==> config.mk <==
export PLATFORM = sky130hd
export DESIGN_NAME = serial_word_port
export DESIGN_NICKNAME = d
export VERILOG_FILES = /design/src/rtl/sshift_pkg.sv /design/src/rtl/sshift_sync.sv /design/src/rtl/sshift_frame.sv /design/src/rtl/sshift_word.sv /design/src/rtl/serial_word_port.sv
export SDC_FILE = /design/constraint.sdc
export NUM_CORES = 1
export LEC_CHECK = 0
export BUFFER_PORTS_ARGS = -buffer_cell sky130_fd_sc_hd__buf_4
export CAP_MARGIN = 20
export CORE_MARGIN = 3
export CORE_UTILIZATION = 35
export CTS_CLUSTER_DIAMETER = 60
export DETAILED_ROUTE_END_ITERATION = 10
export GPL_TIMING_DRIVEN = 1
export PLACE_DENSITY_LB_ADDON = 0.05
export SETUP_SLACK_MARGIN = 0.5
export SKIP_CTS_REPAIR_TIMING = 1
export SYNTH_ARGS = -nofsm -noshare
export SYNTH_HDL_FRONTEND = slang
export SYNTH_SLANG_ARGS = --single-unit
==> constraint.sdc <==
create_clock -name clk -period 5.55 [get_ports clk]
set_input_delay 0 -clock clk [delete_from_list [all_inputs] [get_ports clk]]
set_output_delay 0 -clock clk [all_outputs]
set_load 0.005 [all_outputs]
==> src/rtl/sshift_pkg.sv <==
package sshift_pkg;
  timeunit 1ns;
  timeprecision 100ps;

  typedef enum logic [2:0] {
    OP_WRDS  = 3'b000,
    OP_STO   = 3'b001,
    OP_ENAS  = 3'b010,
    OP_WRITE = 3'b011,
    OP_WREN  = 3'b100,
    OP_RCL   = 3'b101,
    OP_READA = 3'b110,
    OP_READB = 3'b111
  } op_e;

  typedef enum logic [2:0] {
    FR_IDLE,
    FR_INSTR,
    FR_WDATA,
    FR_RWAIT,
    FR_RDATA,
    FR_DONE
  } frame_e;

  typedef struct packed {
    logic wrds;
    logic sto;
    logic enas;
    logic wren;
    logic rcl;
  } cmd_t;
endpackage

==> src/rtl/sshift_sync.sv <==
module sshift_sync #(
  parameter int W      = 3,
  parameter int STAGES = 2
) (
  input  logic         clk,
  input  logic         rst_n,
  input  logic [W-1:0] async_i,
  output logic [W-1:0] sync_o
);
  timeunit 1ns;
  timeprecision 100ps;

  logic [STAGES-1:0][W-1:0] stg_q;
  logic [STAGES-1:0][W-1:0] stg_d;

  always_comb begin
    stg_d[0] = async_i;
    for (int s = 1; s < STAGES; s++) stg_d[s] = stg_q[s-1];
  end

  always_ff @(posedge clk or negedge rst_n) begin
    if (!rst_n) stg_q <= '0;
    else        stg_q <= stg_d;
  end

  assign sync_o = stg_q[STAGES-1];
endmodule

==> src/rtl/sshift_frame.sv <==
module sshift_frame
  import sshift_pkg::*;
#(
  parameter int ADDR_W = 4,
  parameter int DATA_W = 16
) (
  input  logic                      clk,
  input  logic                      rst_n,
  input  logic                      sel_s,
  input  logic                      sck_rise,
  input  logic                      sck_fall,
  input  logic                      din_s,
  input  logic                      busy_i,
  input  logic                      wr_permit_i,
  output logic [ADDR_W-1:0]         addr_o,
  output logic                      load_o,
  output logic                      wbit_o,
  output logic [$clog2(DATA_W)-1:0] bidx_o,
  output logic                      drive_o,
  output logic                      we_o,
  output cmd_t                      cmd_o
);
  timeunit 1ns;
  timeprecision 100ps;

  localparam int IBITS  = ADDR_W + 3;
  localparam int ICNT_W = $clog2(IBITS);
  localparam int BIDX_W = $clog2(DATA_W);
  localparam logic [ICNT_W-1:0] ICNT_LAST = ICNT_W'(IBITS - 1);
  localparam logic [BIDX_W-1:0] BIDX_LAST = BIDX_W'(DATA_W - 1);

  frame_e              state_q, state_d;
  logic [IBITS-2:0]    ir_q, ir_d;
  logic [ICNT_W-1:0]   icnt_q, icnt_d;
  logic [BIDX_W-1:0]   bidx_q, bidx_d;
  logic                got_q, got_d;
  logic [ADDR_W-1:0]   addr_q, addr_d;
  logic                load_q, load_d;
  logic                drive_q, drive_d;
  logic                we_q, we_d;
  cmd_t                cmd_q, cmd_d;
  logic                wbit;
  logic [IBITS-1:0]    full;

  assign full = {ir_q, din_s};

  always_comb begin
    state_d = state_q;
    ir_d    = ir_q;
    icnt_d  = icnt_q;
    bidx_d  = bidx_q;
    got_d   = got_q;
    addr_d  = addr_q;
    load_d  = 1'b0;
    drive_d = drive_q;
    we_d    = 1'b0;
    cmd_d   = '0;
    wbit    = 1'b0;
    if (!sel_s) begin
      state_d = FR_IDLE;
      drive_d = 1'b0;
      icnt_d  = '0;
      got_d   = 1'b0;
      we_d    = (state_q == FR_WDATA) && got_q && wr_permit_i;
    end else begin
      case (state_q)
        FR_IDLE: begin
          if (sck_rise && din_s) begin
            state_d = FR_INSTR;
            icnt_d  = '0;
          end
        end
        FR_INSTR: begin
          if (sck_rise) begin
            ir_d   = full[IBITS-2:0];
            icnt_d = icnt_q + 1'b1;
            if (icnt_q == ICNT_LAST) begin
              if (busy_i) begin
                state_d = FR_DONE;
              end else begin
                case (op_e'(full[2:0]))
                  OP_READA, OP_READB: begin
                    state_d = FR_RWAIT;
                    addr_d  = full[IBITS-1:3];
                    load_d  = 1'b1;
                  end
                  OP_WRITE: begin
                    state_d = FR_WDATA;
                    addr_d  = full[IBITS-1:3];
                    load_d  = 1'b1;
                    bidx_d  = '0;
                    got_d   = 1'b0;
                  end
                  OP_WRDS: begin cmd_d.wrds = 1'b1; state_d = FR_DONE; end
                  OP_STO:  begin cmd_d.sto  = 1'b1; state_d = FR_DONE; end
                  OP_ENAS: begin cmd_d.enas = 1'b1; state_d = FR_DONE; end
                  OP_WREN: begin cmd_d.wren = 1'b1; state_d = FR_DONE; end
                  OP_RCL:  begin cmd_d.rcl  = 1'b1; state_d = FR_DONE; end
                  default: state_d = FR_DONE;
                endcase
              end
            end
          end
        end
        FR_WDATA: begin
          if (sck_rise) begin
            wbit   = 1'b1;
            got_d  = 1'b1;
            bidx_d = (bidx_q == BIDX_LAST) ? '0 : bidx_q + 1'b1;
          end
        end
        FR_RWAIT: begin
          if (sck_fall) begin
            state_d = FR_RDATA;
            drive_d = 1'b1;
            bidx_d  = '0;
          end
        end
        FR_RDATA: begin
          if (sck_rise) begin
            if (bidx_q == BIDX_LAST) begin
              drive_d = 1'b0;
              state_d = FR_DONE;
            end else begin
              bidx_d = bidx_q + 1'b1;
            end
          end
        end
        FR_DONE: state_d = FR_DONE;
        default: state_d = FR_IDLE;
      endcase
    end
  end

  always_ff @(posedge clk or negedge rst_n) begin
    if (!rst_n) begin
      state_q <= FR_IDLE;
      ir_q    <= '0;
      icnt_q  <= '0;
      bidx_q  <= '0;
      got_q   <= 1'b0;
      addr_q  <= '0;
      load_q  <= 1'b0;
      drive_q <= 1'b0;
      we_q    <= 1'b0;
      cmd_q   <= '0;
    end else begin
      state_q <= state_d;
      ir_q    <= ir_d;
      icnt_q  <= icnt_d;
      bidx_q  <= bidx_d;
      got_q   <= got_d;
      addr_q  <= addr_d;
      load_q  <= load_d;
      drive_q <= drive_d;
      we_q    <= we_d;
      cmd_q   <= cmd_d;
    end
  end

  assign addr_o  = addr_q;
  assign load_o  = load_q;
  assign wbit_o  = wbit;
  assign bidx_o  = bidx_q;
  assign drive_o = drive_q;
  assign we_o    = we_q;
  assign cmd_o   = cmd_q;
endmodule

==> src/rtl/sshift_word.sv <==
module sshift_word #(
  parameter int DATA_W = 16
) (
  input  logic                      clk,
  input  logic                      rst_n,
  input  logic                      load_i,
  input  logic [DATA_W-1:0]         load_data_i,
  input  logic                      wbit_i,
  input  logic [$clog2(DATA_W)-1:0] bidx_i,
  input  logic                      wval_i,
  input  logic                      drive_i,
  output logic [DATA_W-1:0]         word_o,
  output logic                      dout_o,
  output logic                      dout_en_o
);
  timeunit 1ns;
  timeprecision 100ps;

  logic [DATA_W-1:0] word_q, word_d;

  always_comb begin
    word_d = word_q;
    if (load_i)      word_d = load_data_i;
    else if (wbit_i) word_d[bidx_i] = wval_i;
  end

  always_ff @(posedge clk or negedge rst_n) begin
    if (!rst_n) word_q <= '0;
    else        word_q <= word_d;
  end

  assign word_o    = word_q;
  assign dout_o    = drive_i & word_q[bidx_i];
  assign dout_en_o = drive_i;
endmodule

==> src/rtl/serial_word_port.sv <==
module serial_word_port
  import sshift_pkg::*;
#(
  parameter int ADDR_W      = 4,
  parameter int DATA_W      = 16,
  parameter int SYNC_STAGES = 2
) (
  input  logic              clk,
  input  logic              rst_n,
  input  logic              sel_i,
  input  logic              sck_i,
  input  logic              din_i,
  output logic              dout_o,
  output logic              dout_en_o,
  input  logic              busy_i,
  input  logic              wr_permit_i,
  output logic [ADDR_W-1:0] ram_addr_o,
  output logic [DATA_W-1:0] ram_wdata_o,
  input  logic [DATA_W-1:0] ram_rdata_i,
  output logic              ram_we_o,
  output logic              cmd_wrds_o,
  output logic              cmd_wren_o,
  output logic              cmd_sto_o,
  output logic              cmd_rcl_o,
  output logic              cmd_enas_o
);
  timeunit 1ns;
  timeprecision 100ps;

  localparam int PINS   = 3;
  localparam int P_SEL  = 0;
  localparam int P_SCK  = 1;
  localparam int P_DIN  = 2;
  localparam int BIDX_W = $clog2(DATA_W);

  logic [1:0]        rst_pipe_q;
  logic              rst_core_n;
  logic [PINS-1:0]   pin_raw, pin_s;
  logic              sck_prev_q;
  logic              sck_rise, sck_fall;
  logic              load, wbit, drive;
  logic [BIDX_W-1:0] bidx;
  cmd_t              cmd;

  always_ff @(posedge clk or negedge rst_n) begin
    if (!rst_n) rst_pipe_q <= '0;
    else        rst_pipe_q <= {rst_pipe_q[0], 1'b1};
  end
  assign rst_core_n = rst_pipe_q[1];

  assign pin_raw[P_SEL] = sel_i;
  assign pin_raw[P_SCK] = sck_i;
  assign pin_raw[P_DIN] = din_i;

  sshift_sync #(.W(PINS), .STAGES(SYNC_STAGES)) u_sync (
    .clk     (clk),
    .rst_n   (rst_core_n),
    .async_i (pin_raw),
    .sync_o  (pin_s)
  );

  always_ff @(posedge clk or negedge rst_core_n) begin
    if (!rst_core_n) sck_prev_q <= 1'b0;
    else             sck_prev_q <= pin_s[P_SCK];
  end
  assign sck_rise =  pin_s[P_SCK] & ~sck_prev_q;
  assign sck_fall = ~pin_s[P_SCK] &  sck_prev_q;

  sshift_frame #(.ADDR_W(ADDR_W), .DATA_W(DATA_W)) u_frame (
    .clk         (clk),
    .rst_n       (rst_core_n),
    .sel_s       (pin_s[P_SEL]),
    .sck_rise    (sck_rise),
    .sck_fall    (sck_fall),
    .din_s       (pin_s[P_DIN]),
    .busy_i      (busy_i),
    .wr_permit_i (wr_permit_i),
    .addr_o      (ram_addr_o),
    .load_o      (load),
    .wbit_o      (wbit),
    .bidx_o      (bidx),
    .drive_o     (drive),
    .we_o        (ram_we_o),
    .cmd_o       (cmd)
  );

  sshift_word #(.DATA_W(DATA_W)) u_word (
    .clk         (clk),
    .rst_n       (rst_core_n),
    .load_i      (load),
    .load_data_i (ram_rdata_i),
    .wbit_i      (wbit),
    .bidx_i      (bidx),
    .wval_i      (pin_s[P_DIN]),
    .drive_i     (drive),
    .word_o      (ram_wdata_o),
    .dout_o      (dout_o),
    .dout_en_o   (dout_en_o)
  );

  assign cmd_wrds_o = cmd.wrds;
  assign cmd_wren_o = cmd.wren;
  assign cmd_sto_o  = cmd.sto;
  assign cmd_rcl_o  = cmd.rcl;
  assign cmd_enas_o = cmd.enas;
endmodule

==> impl_metrics.yaml, run 1 <==
worst_setup_path:
  cp.depth: 4
  critPathMaxFanout: 14
  cp-startpoint: "u_frame.state_q[0]"
  path_cells: "nor2b_1 > nand3_1 > or3_1 > mux2_2"
  rr_startpoint: "u_frame.state_q[0]"
  required_ns: 5.75
  path_class: "reg2reg"
  max_stage_delay_ns: 0.60
  endpoint: "u_frame.addr_o[0]"
  r2r_slack_ns: 3.04
  worstRegToRegCells: 4
  critical-path-top-delay-family: "simple AND/OR/NAND/NOR gates"
  cp.buffers_inverters: 0
  critPathCaptureType: "flop"
  arrival_ns: 2.72
  critical_path.slowest_cell: "dfrtp_1"
  start_kind: "flop"
  r2r_end: "u_frame.addr_o[0]"
clock_tree:
  cts_root_buf: "clkbuf_8"
  numCtsBuffers: 5
  clockBufferDepth: 2
  tritoncts: "done"
  clk_latency_ns: 0.31
  clk_pin_slew_worst_paths_ns: 0.10
  cts-htree-levels: 2
  cts_sinks: 54
synthesis:
  synth.top_cells.by_area: "dfrtp_1, mux2_2, mux4_2"
  syn_inst: 256
  syn-num-nets: 285
  synthAdderAreaFrac_pct: 2.79
  synth.cell_area_sq_mm: 0.00269
  synth_top_family_by_area: "simple AND/OR/NAND/NOR gates"
  synthArstFlopShare_pct: 100
  muxShareOfSynthArea_pct: 12.1
  ys_top_cells_by_count: "dfrtp_1, nand2_1, o21ai_0, inv_1"
  yosysTopAreaCell: "dfrtp_1"
  yosys.cell_count.top_type: "dfrtp_1"
  synth_edf_count: 0
  avgSynthCellArea_sq_um: 10.5
  synth.distinct_cells: 43
  synth.top_cell.area_share_pct: 50.2
  synth.yosys.warnings: 0
  synth-simple-area-share_pct: 16.5
  synthXorXnorAreaFrac_pct: 0
  ys.flop_type: "dfrtp_1"
  seq_area_frac_synth_pct: 50.2
  ys_ff_latch: 54
  synth_compound_area_share_pct: 14.0
floorplan:
  chipWidth_um: 93.7
  die_h_um: 93.7
  dieArea_sq_mm: 0.00877
  row_count: 31
  io-pin-count: 51
  initial_core_util_pct: 36.5
  core-area_sq_mm: 0.00737
placed_design:
  dpl.cell_count: 392
  gp_congestion: 0.796
  dpl.hpwl_um: 4320
  place_area_sq_mm: 0.00314
  io_buffers: 50
  pre_cts_slack_ns: 3.06
finish:
  fin_area_sq_mm: 0.00349
  multi_input_area_sq_mm: 0.00122
  final.fill_count: 726
  post-route-util_pct: 47.3
  drive_above_1_share_pct: 24.4
  regArea_sq_mm: 0.00135
  nets: 352
  stdcell_count: 423
  syn_to_final_growth_pct: 29.6
  diodes: 0
detailed_routing:
  drt-total-wl_um: 6250
  vias: 2132
  drc_errors: 0
  viasPerCell: 5.04
  postRouteAntennaNets: 0
  drt-wirelength-per-cell_um: 14.8
  drtIter0Drc: 67
  first_pass_iters: 4
timing:
  slew_headroom_pct: 40.0
  period_needed_ns: 2.51
  finalCritPeriodShare_pct: 45.3
  fin_skew_ns: 0.00548
  rsz0062_at_grt: "false"
  fmax_mhz: 398
  drv_slew: 0
  finalSetupViolCount: 0
  setup_ws_ns: 3.04
  finalHoldViolCount: 0
  fin_setup_tns_ns: 0
  worst_slew_pin_slew_ns: 0.899
power_and_ir_drop:
  intPower_uw: 562
  combPwrFrac_pct: 6.8
  seq_power_share_pct: 56.1
  leakage_uw: 0.00153
  p_switching_uw: 166
  clockPowerShare_pct: 37.0
  p_sw_share_pct: 22.8
  powerDensity_mw_per_mm2: 209
  ir_drop_mv: 0.124
min_path:
  min_from: "din_i"
  holdCritPathClass: "in2reg"
global_routing:
  grt_usage_pct: 14.9
  grt_pass1_vias: 2009
  grt_max_degree: 53
  antenna_found_initial: 0
  grt_pass1_wl_um: 10300
  overflow: 0
run:
  cap_violations: 0
run_status:
  status: "complete, no violations"
[per-stage QoR]
step                total power, uW  hold slack (ns)
finish                          728            0.331
global route                    763            0.334
CTS                             726           -0.560
detailed placement              455           -0.217
global placement                455           -0.217
floorplan                       434           -0.296
[registers in the layout (all words and copies together), names as in the netlist]
name,count
u_word.word_o,16
u_frame.ir_q,6
u_frame.cmd_o,5
u_frame.addr_o,4
u_frame.bidx_o,4
u_frame.icnt_q,3
u_frame.state_q,3
u_sync.stg_d,3
u_sync.sync_o,3
rst_pipe_q,2
sck_prev_q,1
u_frame.drive_o,1
u_frame.got_q,1
u_frame.load_o,1
u_frame.we_o,1
[cells by family (layout without fill, tap and decap cells)]
group	after synthesis	after routing
buffers and inverters	30	98
other	1	1
adders and majority gates	6	6
AOI/OAI and AO/OA	59	59
DFF	54	54
muxes	25	25
and+or+nand+nor	81	81
[how the worst min path moves through the flow]
stage / cells after the start / end / slack [ns]
after CTS: 1 / rst_pipe_q[1] / -0.56
final: 2 / u_sync.stg_d[5] / 0.33
after detailed placement: 1 / rst_pipe_q[0] / -0.22
after global routing: 2 / u_sync.stg_d[3] / 0.33
after floorplan: 0 / rst_pipe_q[0] / -0.30
after global placement: 1 / rst_pipe_q[0] / -0.22
[area by class of cell]
cell class                      instances  area share (%)
Clock buffer                            6            2.08
Clock inverter                          2            1.11
Inverter                               16            1.72
Multi-Input combinational cell        172            35.1
Sequential cell                        54            38.8
Tap cell                               99            3.55
Timing Repair Buffer                   74            17.6
[worst reg2reg max path, cell delays in order (launching register included)]
cell     delay (ns)
dfrtp_1        0.60
nor2b_1        0.44
nand3_1        0.45
or3_1          0.61
mux2_2         0.32
[power by group through the flow]
stage          Clock, uW  Combinational, uW  Sequential [uW]
6_report             270               49.6              409
5_1_grt              296               56.5              411
4_1_cts              279               37.9              409
3_5_place_dp           0               37.8              417
3_3_place_gp           0               37.9              417
2_1_floorplan          0               16.8              417
[layout by cell type (no fill, tap or decap), types with 3 or more instances in the layout]
master and count:
and3_1 4, dlygate4sd3_1 23, a311oi_1 8, nor2_1 8
inv_1 16, nand2b_1 3, mux2i_1 9, ha_1 6
o21ai_0 19, dfrtp_1 53, buf_4 51, mux2_2 10
mux4_2 5, a21boi_0 7, nand2_1 30, nor2b_1 6
a21oi_1 12, nand3_1 9, a31oi_1 3, nor3_1 7
clkbuf_8 5
[metal layers]
metal	share of wire, %	track usage (%)	up-vias
li1	-	-	1049
met1	50	22.5	1041
met2	45	21.6	36
met3	3.8	2.96	6
met4	1.0	4.09	0
met5	0	0	-
Note: power is estimated with default switching activity, not from simulation.
==> run 2, diff against run 1 <==
==> constraint.sdc (replaced) <==
create_clock -name clk -period 2.2 [get_ports clk]
set_input_delay 0 -clock clk [delete_from_list [all_inputs] [get_ports clk]]
set_output_delay 0 -clock clk [all_outputs]
set_load 0.005 [all_outputs]
==> impl_metrics.yaml, run 2 (same netlist as run 1, synthesis figures left out) <==
placed_design:
  dpl.hpwl_um: 4630
  pre_cts_slack_ns: 0.198
  io_buffers: 50
  gp_congestion: 0.802
clock_tree:
  cts-htree-levels: 2
  clk_latency_ns: 0.32
  tritoncts: "done"
  clockBufferDepth: 2
  numCtsBuffers: 5
  cts_sinks: 54
  cts_root_buf: "clkbuf_8"
  clk_pin_slew_worst_paths_ns: 0.11
detailed_routing:
  drt-total-wl_um: 6770
  drt-wirelength-per-cell_um: 14.9
  wl_met2_um: 3050
  m1WireLength_um: 3460
  drtIter0Drc: 82
  wl_met3_um: 186
  vias: 2221
  postRouteAntennaNets: 0
  drc_errors: 0
  viasPerCell: 4.88
  first_pass_iters: 4
  top_layer: "met4"
timing:
  period_needed_ns: 2.06
  slew_headroom_pct: 32.5
  fmax_mhz: 486
  finalHoldViolCount: 0
  finalSetupViolCount: 0
  setup_ws_ns: 0.142
  fin_setup_tns_ns: 0
  worst_slew_pin_slew_ns: 1.01
  finalCritPeriodShare_pct: 93.6
  fin_skew_ns: 0.00477
  drv_slew: 0
  rsz0062_at_grt: "true"
global_routing:
  grt_usage_pct: 15.6
  grt_max_degree: 32
  antenna_found_initial: 0
  grt_pass1_vias: 2046
  overflow: 0
  grt_pass1_wl_um: 10700
floorplan:
  initial_core_util_pct: 36.5
  core-area_sq_mm: 0.00737
  dieArea_sq_mm: 0.00877
  io-pin-count: 51
  row_count: 31
  die_h_um: 93.7
  chipWidth_um: 93.7
finish:
  largest_reg_flops: 16
  final_common_cell: "buf_4"
  nets: 384
  syn_to_final_growth_pct: 46.9
  layout_common_cells: "buf_4, dfrtp_1, nand2_1, dlygate4sd3_1, inv_1"
  drive_above_1_share_pct: 40.7
  diodes: 0
worst_setup_path:
  critPathMaxFanout: 7
  worstRegToRegCells: 7
  arrival_ns: 2.06
  r2r_slack_ns: 0.17
  r2r_end: "u_word.word_o[1]"
  critPathCaptureType: "primary output"
  required_ns: 2.20
  rr_startpoint: "sck_prev_q"
  start_kind: "flop"
  path_class: "reg2out"
power_and_ir_drop:
  ir_drop_mv: 0.255
  leakage_uw: 0.00176
  powerDensity_mw_per_mm2: 456
run_status:
  status: "complete, no violations"
run:
  cap_violations: 0
min_path:
  holdCritPathClass: "reg2async"
## run 2: cell types whose count changed in the layout (fill, tap and decap cells not counted), sizes merged
cell	change
buf	+32
bufinv	-1
clkbuf	-1
clkinv	+1
inv	+1
## run 2: power by group
part	total [uW]	internal, uW	switching (uW)
Combinational	165	95.3	69.5
Sequential	1030	1010	26.7
Clock	603	237	367
## run 2: stage by stage
step	instances	instance area [sq um]	util [%]	hold WS, ns	power (uW)
6_report	455	3950	53.6	0.257	1800
5_1_grt	455	3950	53.6	0.304	1880
4_1_cts	412	3370	45.8	-0.570	1760
3_5_place_dp	404	3280	44.4	-0.214	1160
3_3_place_gp	404	3280	44.4	-0.216	1160
2_1_floorplan	256	2740	-	-0.296	1100
## run 2: cell type report
type / count / area [sq um]
timing repair buffer: 106 / 907
multi-input combinational: 172 / 1410
sequential: 54 / 1360
fill: 684 / 3420
clock buffer: 5 / 68.8
clock inverter: 3 / 28.8
tap: 99 / 124
inverter: 16 / 60.1
## run 2: worst max-delay path by stage
stage                                   from          endpoint  slack [ns]  cells past startpoint
final                      u_frame.bidx_o[0]            dout_o        0.14                      4
after global routing      u_frame.state_q[2]  u_word.word_o[1]        0.02                      7
after CTS                  u_frame.bidx_o[0]            dout_o       -0.09                      4
after detailed placement          sck_prev_q  u_word.word_o[5]        0.20                      6
after global placement            sck_prev_q  u_word.word_o[6]        0.21                      6
after floorplan                   sck_prev_q  u_word.word_o[7]        0.23                      5
## run 2: worst max-delay path, cell delays in order (launching register included)
cell     delay, ns
dfrtp_2       0.48
mux4_2        0.52
mux4_2        0.47
and2_4        0.17
buf_6         0.11
## run 2: layer usage
metal | up-vias | track usage, %
met2 | 32 | 22.2
met5 | - | 0
li1 | 1110 | -
met1 | 1073 | 23.8
met4 | 0 | 4.69
met3 | 6 | 2.96
